<file path="config.mk">
export PLATFORM = sky130hd
export DESIGN_NAME = react_energy_acc
export DESIGN_NICKNAME = d
export VERILOG_FILES = /design/src/rtl/react_energy_pkg.sv /design/src/rtl/react_bvolt_sel.sv /design/src/rtl/react_phase_acc.sv /design/src/rtl/react_energy_reg.sv /design/src/rtl/react_energy_acc.sv
export SDC_FILE = /design/constraint.sdc
export NUM_CORES = 2
export LEC_CHECK = 0
export ABC_AREA = 1
export BUFFER_PORTS_ARGS = -buffer_cell sky130_fd_sc_hd__buf_4
export CAP_MARGIN = 10
export CORE_ASPECT_RATIO = 0.6
export CORE_MARGIN = 1.5
export CORE_UTILIZATION = 48
export DETAILED_ROUTE_END_ITERATION = 12
export GPL_TIMING_DRIVEN = 0
export PLACE_DENSITY_LB_ADDON = 0.1
export SYNTH_ARGS = -nofsm -noshare
export SYNTH_HDL_FRONTEND = slang
export SYNTH_HIERARCHICAL = 1
export SYNTH_SLANG_ARGS = --single-unit
</file>
<file path="constraint.sdc">
create_clock -name clk_i -period 9.5 [get_ports clk_i]
set_input_delay 0.475 -clock clk_i [delete_from_list [all_inputs] [get_ports clk_i]]
set_output_delay 0.475 -clock clk_i [all_outputs]
set_load 0.02 [all_outputs]
</file>
<file path="src/rtl/react_energy_pkg.sv">
package react_energy_pkg;
  localparam int NUM_PH = 3;

  typedef enum logic [1:0] {
    WIRE_OWN     = 2'b00,
    WIRE_B_OFF   = 2'b01,
    WIRE_B_NEGAC = 2'b10,
    WIRE_B_NEGA  = 2'b11
  } wiring_e;
endpackage

</file>
<file path="src/rtl/react_bvolt_sel.sv">
module react_bvolt_sel
  import react_energy_pkg::*;
#(
  parameter int SW = 16,
  parameter int VW = SW + 2
) (
  input  wiring_e              mode_i,
  input  logic signed [SW-1:0] va_i,
  input  logic signed [SW-1:0] vb_i,
  input  logic signed [SW-1:0] vc_i,
  output logic signed [VW-1:0] vb_eff_o
);
  logic signed [VW-1:0] va_x, vb_x, vc_x;

  assign va_x = {{(VW-SW){va_i[SW-1]}}, va_i};
  assign vb_x = {{(VW-SW){vb_i[SW-1]}}, vb_i};
  assign vc_x = {{(VW-SW){vc_i[SW-1]}}, vc_i};

  always_comb begin
    unique case (mode_i)
      WIRE_OWN:     vb_eff_o = vb_x;
      WIRE_B_OFF:   vb_eff_o = '0;
      WIRE_B_NEGAC: vb_eff_o = -(va_x + vc_x);
      WIRE_B_NEGA:  vb_eff_o = -va_x;
      default:      vb_eff_o = '0;
    endcase
  end
endmodule

</file>
<file path="src/rtl/react_phase_acc.sv">
module react_phase_acc #(
  parameter int SW = 16,
  parameter int VW = SW + 2,
  parameter int AW = 48
) (
  input  logic                 clk_i,
  input  logic                 rst_ni,
  input  logic                 valid_i,
  input  logic signed [VW-1:0] volt_i,
  input  logic signed [SW-1:0] curr_i,
  input  logic        [AW-1:0] thr_i,
  output logic                 q_up_o,
  output logic                 q_dn_o
);
  localparam int PW = VW + SW;

  logic signed [PW-1:0] prod;
  logic signed [AW:0]   acc_q, sum, thr_s, acc_n;
  logic                 thr_nz;

  assign prod   = volt_i * curr_i;
  assign sum    = acc_q + {{(AW+1-PW){prod[PW-1]}}, prod};
  assign thr_s  = {1'b0, thr_i};
  assign thr_nz = |thr_i;

  assign q_up_o = valid_i && thr_nz && (sum >= thr_s);
  assign q_dn_o = valid_i && thr_nz && !q_up_o && (sum <= -thr_s);

  always_comb begin
    if (q_up_o)      acc_n = sum - thr_s;
    else if (q_dn_o) acc_n = sum + thr_s;
    else             acc_n = sum;
  end

  always_ff @(posedge clk_i or negedge rst_ni) begin
    if (!rst_ni)      acc_q <= '0;
    else if (valid_i) acc_q <= acc_n;
  end
endmodule

</file>
<file path="src/rtl/react_energy_reg.sv">
module react_energy_reg #(
  parameter int RW = 32
) (
  input  logic          clk_i,
  input  logic          rst_ni,
  input  logic          q_up_i,
  input  logic          q_dn_i,
  input  logic          rd_rst_i,
  input  logic          flag_clr_i,
  output logic [RW-1:0] energy_o,
  output logic          ovf_o
);
  localparam logic [RW-1:0] MAX_V = {1'b0, {(RW-1){1'b1}}};
  localparam logic [RW-1:0] MIN_V = {1'b1, {(RW-1){1'b0}}};

  logic [RW-1:0] base, nxt;
  logic          wrap;

  // read-with-reset restarts from zero but keeps this cycle's quantum
  assign base = rd_rst_i ? '0 : energy_o;

  always_comb begin
    if (q_up_i)      nxt = base + RW'(1);
    else if (q_dn_i) nxt = base - RW'(1);
    else             nxt = base;
  end

  assign wrap = (q_up_i && base == MAX_V) || (q_dn_i && base == MIN_V);

  always_ff @(posedge clk_i or negedge rst_ni) begin
    if (!rst_ni) begin
      energy_o <= '0;
      ovf_o    <= 1'b0;
    end else begin
      energy_o <= nxt;
      ovf_o    <= (ovf_o && !flag_clr_i) || wrap;
    end
  end
endmodule

</file>
<file path="src/rtl/react_energy_acc.sv">
module react_energy_acc
  import react_energy_pkg::*;
#(
  parameter int SAMPLE_W = 16,
  parameter int ACC_W    = 48,
  parameter int REG_W    = 32
) (
  input  logic                clk_i,
  input  logic                rst_ni,
  input  logic                sample_valid_i,
  input  logic [1:0]          wiring_mode_i,
  input  logic [ACC_W-1:0]    threshold_i,
  input  logic [SAMPLE_W-1:0] volt_a_i,
  input  logic [SAMPLE_W-1:0] volt_b_i,
  input  logic [SAMPLE_W-1:0] volt_c_i,
  input  logic [SAMPLE_W-1:0] curr_a_i,
  input  logic [SAMPLE_W-1:0] curr_b_i,
  input  logic [SAMPLE_W-1:0] curr_c_i,
  input  logic [2:0]          rd_rst_i,
  input  logic [2:0]          flag_clr_i,
  output logic [REG_W-1:0]    energy_a_o,
  output logic [REG_W-1:0]    energy_b_o,
  output logic [REG_W-1:0]    energy_c_o,
  output logic [2:0]          ovf_o
);
  localparam int VW = SAMPLE_W + 2;

  logic signed [VW-1:0]       volt_x [NUM_PH];
  logic signed [SAMPLE_W-1:0] curr_x [NUM_PH];
  logic [REG_W-1:0]           energy [NUM_PH];
  logic [NUM_PH-1:0]          q_up, q_dn;

  assign volt_x[0] = {{2{volt_a_i[SAMPLE_W-1]}}, volt_a_i};
  assign volt_x[2] = {{2{volt_c_i[SAMPLE_W-1]}}, volt_c_i};
  assign curr_x[0] = curr_a_i;
  assign curr_x[1] = curr_b_i;
  assign curr_x[2] = curr_c_i;

  react_bvolt_sel #(.SW(SAMPLE_W), .VW(VW)) bsel_i (
    .mode_i   (wiring_e'(wiring_mode_i)),
    .va_i     (volt_a_i),
    .vb_i     (volt_b_i),
    .vc_i     (volt_c_i),
    .vb_eff_o (volt_x[1])
  );

  for (genvar p = 0; p < NUM_PH; p++) begin : g_ph
    react_phase_acc #(.SW(SAMPLE_W), .VW(VW), .AW(ACC_W)) acc_i (
      .clk_i   (clk_i),
      .rst_ni  (rst_ni),
      .valid_i (sample_valid_i),
      .volt_i  (volt_x[p]),
      .curr_i  (curr_x[p]),
      .thr_i   (threshold_i),
      .q_up_o  (q_up[p]),
      .q_dn_o  (q_dn[p])
    );

    react_energy_reg #(.RW(REG_W)) reg_i (
      .clk_i      (clk_i),
      .rst_ni     (rst_ni),
      .q_up_i     (q_up[p]),
      .q_dn_i     (q_dn[p]),
      .rd_rst_i   (rd_rst_i[p]),
      .flag_clr_i (flag_clr_i[p]),
      .energy_o   (energy[p]),
      .ovf_o      (ovf_o[p])
    );
  end

  assign energy_a_o = energy[0];
  assign energy_b_o = energy[1];
  assign energy_c_o = energy[2];
endmodule

</file>
After elaboration in Yosys (flattened, before gate mapping)
Cells that the tools add are included.
- magnitude comparators: 6
- reductions and logical operators: 33
- multipliers: 3
- add/sub/neg operators: 19
- multiplexer cells: 16
- equality and inequality tests: 9
- bitwise operators: 0
- shift-type cells: 0
- divide/modulo/power cells: 0
- operators with widths (cell ; count):
    adder 49 bit ; 6
    2-to-1 mux 49 bit ; 6
    2-to-1 mux 32 bit ; 9
    >= comparator 49 bit ; 3
    less-or-equal comparator 49 bit ; 3
    subtractor 49 bit ; 3
    adder 32 x 1 -> 32 bit, second input constant ; 3
    == test 32 x 31 -> 1 bit, second input constant ; 3
    == test 32 bit, second input constant ; 3
    subtractor 32 x 1 -> 32 bit, second input constant ; 3
    case mux 18 bit (4 select lines) ; 1
    multiplier 16 x 16 -> 32 bit ; 2
    negation 48 -> 49 bit ; 1
    OR reduction 48 bit ; 1
    multiplier 18 x 16 -> 34 bit ; 1
    logical AND 1 bit ; 19
    negation 16 -> 18 bit ; 1
    negation 18 bit ; 1
    adder 16 x 16 -> 17 bit ; 1
    logical NOT 1 bit ; 6
    logical OR 1 bit ; 6
    == test 2 bit, second input constant ; 2
    == test 2 x 1 -> 1 bit, second input constant ; 1
    logical NOT 2 bit ; 1
- memory bits (read-only): 0
- word-level logic and storage cells: 95
- latch bits: 0
- input bits: 155
- register bits after elaboration: 246
- memory bits (writable): 0
- memories: 0
- output and inout bits: 99

Longest topological paths before layout
- word-level depth: 13
- depth in mapped cells: 80
- depth with buffers taken out: 78

By module
Netlist, hierarchy kept.
- modules (own cells, without submodules) (module ; seq. area each (µm²) ; cells an instance ; area an instance (µm²) ; instances):
    react_phase_acc at g_ph[1].acc_i ; 1226.2 ; 4328 ; 27515.1 ; 1
    react_phase_acc at g_ph[0].acc_i ; 1226.2 ; 4349 ; 27367.5 ; 1
    react_phase_acc at g_ph[2].acc_i ; 1226.2 ; 4039 ; 26506.7 ; 1
    react_energy_reg at g_ph[0].reg_i ... ; 825.8 ; 446 ; 2856.5 ; 2
    react_energy_reg at g_ph[2].reg_i ; 825.8 ; 464 ; 2969.1 ; 1
    react_bvolt_sel ; 0.0 ; 375 ; 1940.6 ; 1

Worst setup path after synthesis
Ideal clock, no wire load.
- kind: input to register
- start: input port volt_a_i[1]
- end: register g_ph[1].reg_i.energy_o[26]
- stages: 68
- setup time: 0.113 ns
- path buffers: 3
- setup slack: -2.195 ns
- arrival time: 11.583 ns
- data required time: 9.387 ns
- cells stage by stage: ha_1 > inv_1 > ha_1 > inv_1 > fa_1 > inv_1 > nand3_1 > nand3_1 > nand2_1 > nand2_1 > nand2_1 > nand3_1 > nand3_1 > nand2_1 > clkbuf_1 > nand2_1 > fa_1 > inv_1 > [32 not listed] > nand2_1 > nor3_2 > nand2_1 > nand3_2 > nand2_2 > nand2_4 > nand3_4 > nor2_1 > buf_2 > inv_1 > nor3_4 > nand3_4 > nor2_8 > nand3_1 > nand2_1 > nand2_1 > nand2_1 > inv_1
- RTL lines (item ; RTL line ; RTL):
    start, declared ; react_energy_acc.sv:13 ; input logic [SAMPLE_W-1:0] volt_a_i,
    end signal, assigned ; react_energy_reg.sv:35 ; energy_o <= nxt;
    end, declared ; react_energy_reg.sv:10 ; output logic [RW-1:0] energy_o,

==> insert_results.sql <==
INSERT INTO impl_metrics (metric_group, metric, value, unit) VALUES
('grt', 'grt_first_pass_wirelength', '586', 'mm'),
('worst_setup_path', 'type_of_element_launching_the_critical_path', 'input pin', ''),
('yosys', 'post_synth_num_cell_types', '78', ''),
('placement', 'port_buffers', '204', ''),
('floorplanning', 'die_height', '342', 'um'),
('yosys', 'synthesis.area', '92000', 'um2'),
('worst_setup_path', 'worstPathArrival', '12940', 'ps'),
('timing', 'worst_slew_pin_slew', '1380', 'ps'),
('worst_setup_path', 'crit_path_top_delay_cell', 'fa_2', ''),
('timing', 'fmax', '81.3', 'MHz'),
('yosys', 'synth_top_area_share', '19.1', '%'),
('grt', 'maximum_number_of_pins_on_one_net_before_global_route_repair', '108', ''),
('timing', 'setup_repair_after_global_routing_missed_its_margin', 'true', ''),
('timing', 'setup_viol', '246', ''),
('timing', 'clock_skew', '103', 'ps'),
('yosys', 'synthesis.instances', '14400', ''),
('worst_setup_path', 'critPathKind', 'in2reg', ''),
('worst_setup_path', 'critical_path.max_stage_delay', '620', 'ps'),
('cells_and_area', 'area_growth_syn_to_layout', '15.2', '%'),
('clocking', 'cts_num_sinks', '246', ''),
('yosys', 'synth_ff_type', 'dfrtp_1', ''),
('outcome', 'outcome', 'complete, but fails checks', ''),
('grt', 'groute.usage.overall', '40.5', '%'),
('yosys', 'cell_types_with_the_highest_counts_after_synthesis', '3369 x nand2_1, 3089 x inv_1, 1428 x nor2_1', ''),
('yosys', 'synth_sequential_area_ratio', '6.69', '%'),
('drt', 'dr.pass1.iters', '8', ''),
('floorplanning', 'chipWidth', '568', 'um'),
('yosys', 'synth_top_area_cell', 'fa_1', ''),
('yosys', 'yosysWarnings', '6', ''),
('worst_setup_path', 'crit_path_end_kind', 'register', ''),
('worst_setup_path', 'cp.required', '10140', 'ps'),
('outcome', 'failed_checks', 'setup timing', ''),
('drt', 'detail_route.iter0.violations', '12300', ''),
('clocking', 'cts-htree-levels', '1', ''),
('cells_and_area', 'fin_nets', '16800', ''),
('grt', 'first_global_vias', '88300', ''),
('clocking', 'cts_tree', 'yes', ''),
('placement', 'gp_congestion', '1.10', ''),
('run', 'cap_violations', '0', ''),
('clocking', 'cts.path.max_buffers', '3', ''),
('timing', 'timing.final.max_slew_violations', '0', ''),
('drt', 'detailroute.via_count', '97100', ''),
('floorplanning', 'design.core.area', '191000', 'um2'),
('placement', 'dp_hpwl', '345', 'mm'),
('yosys', 'synth.avg_cell_area', '6.37', 'um2'),
('drt', 'remaining_drc_errors', '0', ''),
('grt', 'antenna_violations_before_repair', '7', ''),
('floorplanning', 'rows', '124', ''),
('timing', 'post-route-min-period', '12300', 'ps'),
('clocking', 'cts_inserted_buffers', '30', ''),
('worst_hold_path', 'min-delay-path-class', 'in2reg', ''),
('timing', 'finalHoldViolations', '0', ''),
('worst_setup_path', 'critPathMaxFanout', '6', ''),
('clocking', 'clkTransAtPathRegs', '70', 'ps'),
('timing', 'finalCritPeriodShare', '129', '%'),
('grt', 'grt.overflow.total', '0', ''),
('yosys', 'synth.top_cells.by_area', 'fa_1 19%, nand2_1 14%, inv_1 13%, ha_1 12%, dfrtp_1 6.7%', ''),
('drt', 'post_drt_wl_per_cell', '23.1', 'um'),
('yosys', 'ys_ff_latch', '246', ''),
('yosys', 'synthMostInstantiatedCell', 'nand2_1', ''),
('yosys', 'synthesized_nets', '16400', ''),
('floorplanning', 'initial_utilization', '48.3', '%'),
('floorplanning', 'design.portCount', '254', ''),
('cells_and_area', 'final_layout_size_suffix_gt1_share', '13.1', '%'),
('drt', 'detail-route-antenna-nets', '0', ''),
('timing', 'worst_case_setup_margin_in_the_final_layout', '-2800', 'ps'),
('drt', 'vias_per_cell', '5.56', ''),
('drt', 'route.final.wire_length', '403', 'mm'),
('clocking', 'cts-root-buf', 'clkbuf_16', ''),
('timing', 'timing.max_slew.rel_slack', '6.87', '%'),
('yosys', 'synth-async-reset-ratio', '100', '%'),
('cells_and_area', 'postLayoutCoreUtil', '55.6', '%'),
('clocking', 'insertion_delay', '750', 'ps'),
('floorplanning', 'die_area', '194000', 'um2'),
('yosys', 'synth-edff-count', '0', '');
through the flow:
step / hold slack, ps / instances / instance area (um2) / setup TNS (ps) / worst slack [ps]
2_1_floorplan: 179 / 14400 / 93700 / -50130 / -1050
3_3_place_gp: 472 / 17200 / 98400 / -963620 / -5190
3_5_place_dp: 446 / 17200 / 98400 / -951640 / -5110
4_1_cts: 75.0 / 17400 / 104000 / -311830 / -2140
5_1_grt: 110 / 17500 / 106000 / -489970 / -2990
6_report: 112 / 17500 / 106000 / -429620 / -2800
area by class of cell:
type | count | area (um2)
Timing Repair Buffer | 429 | 3820
Fill cell | 19400 | 84600
Tap cell | 2520 | 3150
Clock inverter | 19 | 196
Inverter | 3157 | 12000
Sequential cell | 246 | 6160
Antenna cell | 5 | 12.5
Buffer | 426 | 3410
Multi-Input combinational cell | 10600 | 76400
Clock buffer | 37 | 837
logic make-up after synthesis:
logic type | share of synthesized area [%]
buffers and inverters | 15.3
XOR/XNOR | 5.88
AO/OA/AOI/OAI | 10.7
adder cells (fa/ha/maj) | 31.1
flip-flops | 6.69
AND/OR/NAND/NOR | 30.4
path summary, 6_finish.rpt:
path	from	end	slack (ps)	depth (start not counted)
worst min-delay path	flag_clr_i[0]	g_ph[0].reg_i/ovf_o	110	4
worst max-delay path	volt_a_i[8]	g_ph[1].reg_i/energy_o[26]	-2800	73
worst max register to register	g_ph[0].acc_i/acc_q[0]	g_ph[0].reg_i/energy_o[18]	2260	34
min in group asynchronous	rst_ni	g_ph[0].reg_i/energy_o[8]	330	2
worst min register to register	g_ph[1].acc_i/acc_q[3]	g_ph[1].acc_i/acc_q[3]	490	2
max in group asynchronous	rst_ni	g_ph[1].reg_i/energy_o[28]	7680	4
per-layer routing:
| layer | GRT usage (%) | routed length (um) | vias to the layer above | share of wire, % |
|---|---|---|---|---|
| met1 | 63.5 | 191000 | 45800 | 47 |
| met4 | 6.54 | 7170 | 6 | 1.8 |
| met2 | 47.9 | 137000 | 5332 | 34 |
| met3 | 19.7 | 67600 | 313 | 17 |
| li1 | - | - | 45600 | - |
| met5 | 0.920 | 393 | - | 0.097 |
worst max-delay path, delay by kind of cell:
family / cells / cell delay (ps)
adders and majority gates: 11 / 4730
buffers and inverters: 19 / 1780
xor gates and xnor gates: 2 / 380
and+or+nand+nor: 37 / 4540
AOI/OAI and AO/OA: 4 / 970
state kept, by name, summed over array words and instances (netlist names):
name	cells
g_ph.acc_i/acc_q	147
g_ph.reg_i/energy_o	96
g_ph.reg_i/ovf_o	3
cells in the final DEF (no fill, tap or decap), types with 49 or more instances in the layout:
cell	instances
a21o_1	64
a21oi_1	788
a21oi_2	72
buf_2	104
buf_4	403
buf_6	59
clkbuf_1	62
clkbuf_16	50
dfrtp_1	246
fa_1	834
ha_1	758
ha_4	114
inv_1	2990
inv_2	131
nand2_1	3237
nand2_2	156
nand3_1	749
nand3_2	84
nand3b_1	49
nand4_1	296
nor2_1	1355
nor2_2	117
nor2_4	59
nor3_1	139
nor4_1	52
o21ai_0	444
o21ai_1	60
o21bai_1	88
xnor2_1	80
xor2_1	478
timing repair:
action / in CTS / in global routing
pin swaps: 224 / 161
setup endpoints to repair: 246 / 246
hold buffers: 3 / 0
endpoints found under the hold margin: 67 / 0
setup buffers: 141 / 70
resized for setup: 813 / 285
cloned: 4 / 3
Power is left out: the tool's default activity adds up to more than one toggle a clock period on the data nets, which glitch-free logic cannot reach.
